[config.mk]
export PLATFORM = sky130hd
export DESIGN_NAME = pm_wake_status
export DESIGN_NICKNAME = d
export VERILOG_FILES = /design/src/rtl/pmw_pkg.sv /design/src/rtl/pmw_debounce.sv /design/src/rtl/pmw_sticky_bit.sv /design/src/rtl/pmw_reg_port.sv /design/src/rtl/pm_wake_status.sv
export SDC_FILE = /design/constraint.sdc
export NUM_CORES = 1
export LEC_CHECK = 0
export ABC_AREA = 1
export ABC_CLOCK_PERIOD_IN_PS = 1800
export BUFFER_PORTS_ARGS = -buffer_cell sky130_fd_sc_hd__buf_2
export CAP_MARGIN = 20
export CORE_MARGIN = 1.5
export CORE_UTILIZATION = 52
export CTS_BUF_LIST = sky130_fd_sc_hd__clkbuf_8
export DETAILED_ROUTE_END_ITERATION = 10
export GPL_ROUTABILITY_DRIVEN = 0
export GPL_TIMING_DRIVEN = 1
export MAX_ROUTING_LAYER = met4
export PLACE_DENSITY = 0.87
export SYNTH_ARGS = -nofsm -noshare
export SYNTH_HDL_FRONTEND = slang
export SYNTH_SLANG_ARGS = --single-unit
[constraint.sdc]
create_clock -name clk -period 1.8 [get_ports clk]
set_input_delay 0 -clock clk [delete_from_list [all_inputs] [get_ports clk]]
set_output_delay 0 -clock clk [all_outputs]
set_load 0.01 [all_outputs]
[src/rtl/pmw_pkg.sv]
package pmw_pkg;
  localparam int N_SRC   = 3;
  localparam int IDX_PWR = 0;
  localparam int IDX_SLP = 1;
  localparam int IDX_RTC = 2;
  localparam int N_BTN   = 2;
  typedef logic [N_SRC-1:0] src_vec_t;
endpackage

[src/rtl/pmw_debounce.sv]
module pmw_debounce #(
  parameter int SYNC_STAGES    = 2,
  parameter int STABLE_SAMPLES = 16
) (
  input  logic clk,
  input  logic rst,
  input  logic tick,
  input  logic raw,
  output logic level,
  output logic rise
);
  localparam int CW = $clog2(STABLE_SAMPLES + 1);

  logic [SYNC_STAGES-1:0] sync_q;
  logic [CW-1:0]          cnt_q;
  logic                   level_q;
  logic                   samp, differ, last;

  always_ff @(posedge clk) begin
    if (rst) sync_q[0] <= 1'b0;
    else     sync_q[0] <= raw;
  end

  for (genvar s = 1; s < SYNC_STAGES; s++) begin : g_sync
    always_ff @(posedge clk) begin
      if (rst) sync_q[s] <= 1'b0;
      else     sync_q[s] <= sync_q[s-1];
    end
  end

  assign samp   = sync_q[SYNC_STAGES-1];
  assign differ = samp != level_q;
  assign last   = cnt_q == CW'(STABLE_SAMPLES - 1);
  assign rise   = tick && differ && last && samp;
  assign level  = level_q;

  always_ff @(posedge clk) begin
    if (rst) begin
      cnt_q   <= '0;
      level_q <= 1'b0;
    end else if (tick) begin
      if (differ) begin
        if (last) begin
          level_q <= samp;
          cnt_q   <= '0;
        end else begin
          cnt_q <= cnt_q + CW'(1);
        end
      end else begin
        cnt_q <= '0;
      end
    end
  end

  // the debounced level only moves on a sampling tick
  assert_level_on_tick_R7: assert property (@(posedge clk) disable iff (rst)
    !tick |=> $stable(level_q));
  // run counter never passes the window
  assert_cnt_bound_R7: assert property (@(posedge clk) disable iff (rst)
    cnt_q < CW'(STABLE_SAMPLES));
  // a rise pulse always lands on a high debounced level
  assert_rise_goes_high_R11: assert property (@(posedge clk) disable iff (rst)
    rise |=> level_q);
endmodule

[src/rtl/pmw_sticky_bit.sv]
module pmw_sticky_bit (
  input  logic clk,
  input  logic rst,
  input  logic enable,
  input  logic set,
  input  logic clr,
  output logic q
);
  logic q_r;

  always_ff @(posedge clk) begin
    if (rst)          q_r <= 1'b0;
    else if (!enable) q_r <= 1'b0;
    else if (set)     q_r <= 1'b1;
    else if (clr)     q_r <= 1'b0;
  end

  assign q = q_r;

  // a disabled source holds its bit at zero
  assert_disabled_zero_R6: assert property (@(posedge clk) disable iff (rst)
    !enable |=> !q_r);
  // a set wins over a clear in the same cycle
  assert_set_wins_R8: assert property (@(posedge clk) disable iff (rst)
    (enable && set) |=> q_r);
  // a clear without a set drops the bit
  assert_clear_R4: assert property (@(posedge clk) disable iff (rst)
    (enable && clr && !set) |=> !q_r);
  // the bit is sticky while nothing acts on it
  assert_sticky_R3: assert property (@(posedge clk) disable iff (rst)
    (enable && !set && !clr) |=> q_r == $past(q_r));
endmodule

[src/rtl/pmw_reg_port.sv]
module pmw_reg_port #(
  parameter int ADDR_W   = 8,
  parameter int DATA_W   = 8,
  parameter int N_SRC    = 3,
  parameter int STS_ADDR = 0,
  parameter int EN_ADDR  = 2
) (
  input  logic              clk,
  input  logic              rst,
  input  logic [ADDR_W-1:0] addr,
  input  logic              wr,
  input  logic [DATA_W-1:0] wdata,
  input  logic [N_SRC-1:0]  sts,
  output logic [DATA_W-1:0] rdata,
  output logic [N_SRC-1:0]  sw_clr
);
  localparam logic [ADDR_W-1:0] A_STS = ADDR_W'(STS_ADDR);
  localparam logic [ADDR_W-1:0] A_EN  = ADDR_W'(EN_ADDR);

  logic hit_sts, hit_en;
  logic wr_rsvd_unused;

  assign hit_sts        = addr == A_STS;
  assign hit_en         = addr == A_EN;
  assign wr_rsvd_unused = ^wdata[DATA_W-1:N_SRC];
  assign sw_clr         = (wr && hit_sts) ? wdata[N_SRC-1:0] : '0;

  always_comb begin
    rdata = '0;
    if (hit_sts) rdata[N_SRC-1:0] = sts;
    else if (hit_en) rdata = '0;
  end

  // writes away from the status offset produce no clear
  assert_other_write_no_clr_R10: assert property (@(posedge clk) disable iff (rst)
    (wr && !hit_sts) |-> sw_clr == '0);
  // the enable and unmapped offsets read zero
  assert_non_status_reads_zero_R10: assert property (@(posedge clk) disable iff (rst)
    !hit_sts |-> rdata == '0);
  // reserved high bits of the status register read zero
  assert_reserved_zero_R2: assert property (@(posedge clk) disable iff (rst)
    rdata[DATA_W-1:N_SRC] == '0);
endmodule

[src/rtl/pm_wake_status.sv]
module pm_wake_status #(
  parameter int ADDR_W      = 8,
  parameter int DATA_W      = 8,
  parameter int STS_ADDR    = 0,
  parameter int EN_ADDR     = 2,
  parameter int SYNC_STAGES = 2,
  parameter int DEB_SAMPLES = 16
) (
  input  logic              clk,
  input  logic              rst,
  input  logic [ADDR_W-1:0] reg_addr,
  input  logic              reg_wr,
  input  logic [DATA_W-1:0] reg_wdata,
  output logic [DATA_W-1:0] reg_rdata,
  input  logic              rtc_alarm,
  input  logic              sleep_btn_raw,
  input  logic              power_btn_raw,
  input  logic              sample_tick,
  input  logic              cfg_rtc_ev_en,
  input  logic              cfg_slp_ev_en,
  input  logic              cfg_pwr_ev_en,
  input  logic              legacy_pwr_mode,
  input  logic              vdd_off_by_btn,
  input  logic              gpe_rtc_clr,
  input  logic              gpe_slp_clr,
  input  logic              gpe_pwr_clr,
  output logic              gpe_rtc_sts,
  output logic              gpe_slp_sts,
  output logic              gpe_pwr_sts
);
  import pmw_pkg::*;

  src_vec_t set_vec, clr_vec, en_vec, gpe_clr_vec, sw_clr, sts;
  logic [N_BTN-1:0] btn_raw, btn_level, btn_rise;
  logic rtc_q, rtc_rise, legacy_clr;

  assign btn_raw[0] = power_btn_raw;
  assign btn_raw[1] = sleep_btn_raw;

  for (genvar b = 0; b < N_BTN; b++) begin : g_btn
    pmw_debounce #(
      .SYNC_STAGES   (SYNC_STAGES),
      .STABLE_SAMPLES(DEB_SAMPLES)
    ) u_deb (
      .clk  (clk),
      .rst  (rst),
      .tick (sample_tick),
      .raw  (btn_raw[b]),
      .level(btn_level[b]),
      .rise (btn_rise[b])
    );
  end

  always_ff @(posedge clk) begin
    if (rst) rtc_q <= 1'b0;
    else     rtc_q <= rtc_alarm;
  end
  assign rtc_rise = rtc_alarm && !rtc_q;

  assign legacy_clr = legacy_pwr_mode && vdd_off_by_btn;

  always_comb begin
    set_vec          = '0;
    set_vec[IDX_PWR] = btn_rise[0];
    set_vec[IDX_SLP] = btn_rise[1];
    set_vec[IDX_RTC] = rtc_rise;

    en_vec           = '0;
    en_vec[IDX_PWR]  = cfg_pwr_ev_en;
    en_vec[IDX_SLP]  = cfg_slp_ev_en;
    en_vec[IDX_RTC]  = cfg_rtc_ev_en;

    gpe_clr_vec          = '0;
    gpe_clr_vec[IDX_PWR] = gpe_pwr_clr | legacy_clr;
    gpe_clr_vec[IDX_SLP] = gpe_slp_clr;
    gpe_clr_vec[IDX_RTC] = gpe_rtc_clr;
  end

  assign clr_vec = sw_clr | gpe_clr_vec;

  for (genvar i = 0; i < N_SRC; i++) begin : g_bit
    pmw_sticky_bit u_bit (
      .clk   (clk),
      .rst   (rst),
      .enable(en_vec[i]),
      .set   (set_vec[i]),
      .clr   (clr_vec[i]),
      .q     (sts[i])
    );
  end

  pmw_reg_port #(
    .ADDR_W  (ADDR_W),
    .DATA_W  (DATA_W),
    .N_SRC   (N_SRC),
    .STS_ADDR(STS_ADDR),
    .EN_ADDR (EN_ADDR)
  ) u_port (
    .clk   (clk),
    .rst   (rst),
    .addr  (reg_addr),
    .wr    (reg_wr),
    .wdata (reg_wdata),
    .sts   (sts),
    .rdata (reg_rdata),
    .sw_clr(sw_clr)
  );

  assign gpe_rtc_sts = sts[IDX_RTC];
  assign gpe_slp_sts = sts[IDX_SLP];
  assign gpe_pwr_sts = sts[IDX_PWR];

  // an enabled alarm edge sets the RTC pair
  assert_rtc_edge_sets_R3: assert property (@(posedge clk) disable iff (rst)
    (rtc_rise && cfg_rtc_ev_en) |=> gpe_rtc_sts);
  // legacy power-off clears the power pair unless a press lands at once
  assert_legacy_clear_R9: assert property (@(posedge clk) disable iff (rst)
    (legacy_clr && !btn_rise[0]) |=> !gpe_pwr_sts);
  // a debounced release never sets the button pairs
  assert_release_no_set_R11: assert property (@(posedge clk) disable iff (rst)
    ($fell(btn_level[1]) && !gpe_slp_sts) |-> !$past(gpe_slp_sts) || 1'b1 ? !btn_rise[1] : 1'b1);
endmodule

==> impl_results.md <==
- Final hold vios: 0
- Clock skew: 0.002910 ns
- Sequential fraction of the synthesis area: 0.4188
- Flip-flop and latch count after synthesis: 20
- Number of enable-type register cells in the synthesized netlist: 0
- Worst Slack Setup Final: 0.1078 ns
- Critical Path, Cell by Cell: ha_2 -> nand3_2 -> nor2_4 -> nand3_1 -> a21oi_1 -> dlygate4sd3_1
- Min Tclk post-route: 1.692 ns
- Detail Placement HPWL: 1.405 mm
- GRT Total Usage: 0.2050
- Fraction of synthesized area in multiplexers: 0
- Fin Hold WS: 0.006828 ns
- Num CTS Buffers: 3
- Height of the die: 45.88 um
- Initial antenna violation count: 0
- Via count of the routed design: 923
- Minimum setup slack after placement: 0.5599 ns
- Critical Path Start: g_btn[1].u_deb.cnt_q[1]
- Mean Syn Cell Area: 7.410 um^2
- Post-synthesis share of cell area spent on xor and xnor gates: 0.03665
- Total detailed-routing wirelength: 2.005 mm
- Dominant cell type by area after synthesis: dfxtp_1
- Routed length per placed instance: 10.34 um
- Most common cell in the synthesized netlist: nand2_1
- Max-Cap Viols: 0
- Number of I/O port buffers: 31
- Post-synthesis share of cell area spent on full adders, half adders and majority gates: 0.02618
- Outcome: finished clean
- Top Family by Delay on Critical Path: buffers and inverters
- Count of filler cells inserted in the layout: 132
- Leakage: 0.5437 nW
- Synthesized area: 955.9 um^2
- Clock-pin slew of the registers on the worst-case setup and hold paths: 0.07 ns
- Distinct cell type count after synthesis: 25
- Area share of and/or/nand/nor cells after synthesis: 0.3076
- Maximum count of clock buffers along a single path: 2
- Final-report setup violation count: 0
- Antenna diode instance count: 0
- Cell types occupying the most area after synthesis: dfxtp_1 (42%), nand2_1 (11%), nor2_1 (7.5%)
- Critical path's largest stage delay: 0.54 ns
- Initial core utilization: 0.5536
- WP depth: 6
- Count of nets after finishing: 204
- Number of vias per cell: 4.758
- H-tree levels: 1
- Critical Setup Path Class: reg2reg
- Number of optimization iterations in the first detailed-route pass: 4
- Asr flop ratio synth: 0
- Count of nets left with antenna violations after detail routing: 0
- Worst reg2reg setup slack: 0.11 ns
- Library cell used as clock root buffer: clkbuf_8
- Number of global-route vias before repair: 757
- Source-to-sink clock delay at the later pin of the worst-skew pair: 0.26 ns
- CP endpoint kind: flip-flop
- Hold crit path type: in2reg
- Combinational family with the most area after synthesis: simple AND/OR/NAND/NOR gates
- FF-to-FF Start: g_btn[1].u_deb.cnt_q[1]
- Critical Path AT: 1.90 ns
- Main synth FF type: dfxtp_1
- Worst supply voltage drop on vdd: 0.0004550 V
- Crit Path Max Fanout: 3
- Crit path max-delay cell type: dlygate4sd3_1
- TritonCTS clock tree: done
- Core area: 1727 um^2
- Number of placement rows: 15
- Overflow after GRT: 0
- Horiz. Die Dim: 45.88 um
- Remaining design rule violation count: 0
- Iteration-0 DRC Markers: 7
- Die area: 2105 um^2
- Crit share post-route: 0.9401
- Crit path capture: g_bit[1].u_bit.q
- End of the worst register-to-register path: g_bit[1].u_bit.q
- Power Dens Cells: 664.9 nW/um^2
- Syn. warnings: 0
- FF-to-FF path depth: 6
- Boundary pin count: 42
- Area growth from synthesis to final layout: 30.37%
- Final core utilization: 0.7217
- Kind of start point of the critical path: flip-flop
- Count of buffer and inverter cells on the critical path: 1
- Wire length of the first global-routing pass: 2.960 mm
- Clock sink count: 20
- Worst endpoint required time: 2.00 ns
- Share of Yosys cell area claimed by the top area cell type: 0.4188
- Fin. max-slew vios: 0
- Min-delay src: gpe_pwr_clr
- Synth Area in Compound Gates: 0.1099
- Pin count of the biggest net entering global routing: 16
- Fraction of final layout cells sized beyond drive strength 1: 0.2663
- List of most frequent post-synthesis cells: nand2_1 (27), dfxtp_1 (20), nor2_1 (19), a21oi_1 (14), inv_1 (12)
- Synth Instances: 129
- Peak Freq: 0.5909 GHz
-- cells in the final DEF (no fill, tap or decap) --
cell and count:
buf_2 31, nand2_1 27, nor2_1 19, dfxtp_1 19
a21oi_1 14, inv_1 12, nand3_1 9, dlygate4sd3_1 8
conb_1 5, xnor2_1 3, clkbuf_8 3, nor2_4 2
o21a_1 2, a211oi_1 1, inv_4 1, or2_2 1
nand2_2 1, nor2_2 1, nand3_2 1, o21ai_0 1
nor3_4 1, and3_2 1, xor2_1 1, nor4_1 1
o211ai_1 1, ha_2 1, ha_1 1, dfxtp_2 1
-- power by group --
part / internal (mW) / switching [mW] / leakage [nW]
logic: 0.0416 / 0.0425 / 0.359
registers: 0.451 / 0.00458 / 0.163
clock network: 0.149 / 0.140 / 0.0216
-- worst reg2reg max path, stage by stage (launching register included) --
cell and delay, ns:
dfxtp_1 0.36, ha_2 0.21, nand3_2 0.12, nor2_4 0.15, nand3_1 0.12, a21oi_1 0.15, dlygate4sd3_1 0.54
-- logic make-up after synthesis --
family / after synthesis
and+or+nand+nor: 64
DFF: 20
AOI/OAI and AO/OA: 19
buffers and inverters: 19
xor gates and xnor gates: 4
adders and majority gates: 2
other: 1
-- worst min-delay path by stage --
stage | end | cells after the start
detailed placement | g_btn[1].u_deb.sync_q[0] | 3
finish | g_bit[0].u_bit.q | 4
CTS | g_bit[0].u_bit.q | 4
global placement | g_btn[0].u_deb.sync_q[0] | 3
floorplan | g_btn[0].u_deb.level | 1
global route | g_bit[0].u_bit.q | 4
-- through the flow --
stage	std cells	power, mW	area [um^2]	TNS, ns
detailed placement	183	0.5374	1116	0
floorplan	133	0.5083	970.9	0
global route	194	0.8600	1246	-0.01239
finish	194	0.8286	1246	0
global placement	183	0.5352	1116	0
CTS	194	0.8342	1237	0
-- registers in the layout, summed over array words and instances (netlist names) --
| register | count |
|---|---|
| g_bit.u_bit.q | 3 |
| g_btn.u_deb.level | 2 |
| g_btn.u_deb.cnt_q | 10 |
| g_btn.u_deb.sync_q | 2 |
| g_btn.u_deb.samp | 2 |
| rtc_q | 1 |
-- layer usage --
metal / global-route usage / share of wire / wire length, um / up-vias
li1: - / - / - / 484
met1: 0.2228 / 0.43 / 866 / 394
met2: 0.3528 / 0.46 / 931 / 40
met3: 0.02381 / 0.080 / 161 / 5
met4: 0.1200 / 0.023 / 46 / 0
met5: - / 0 / 0 / -
-- area by class of cell --
cell class	count	area [um^2]	share of cell area
Sequential cell	20	401.6	0.3223
Timing Repair Buffer	39	235.2	0.1888
Clock buffer	3	41.29	0.03313
Tap cell	25	31.28	0.02510
Inverter	13	51.30	0.04116
Multi-Input combinational cell	94	485.5	0.3896
-- timing repair --
item,in CTS,in global routing
setup endpoints to repair,0,1
setup buffers,0,0
hold endpoints to repair,6,0
hold buffers,8,0
gates resized for setup,0,3
Note: power is estimated with default switching activity, not from simulation.
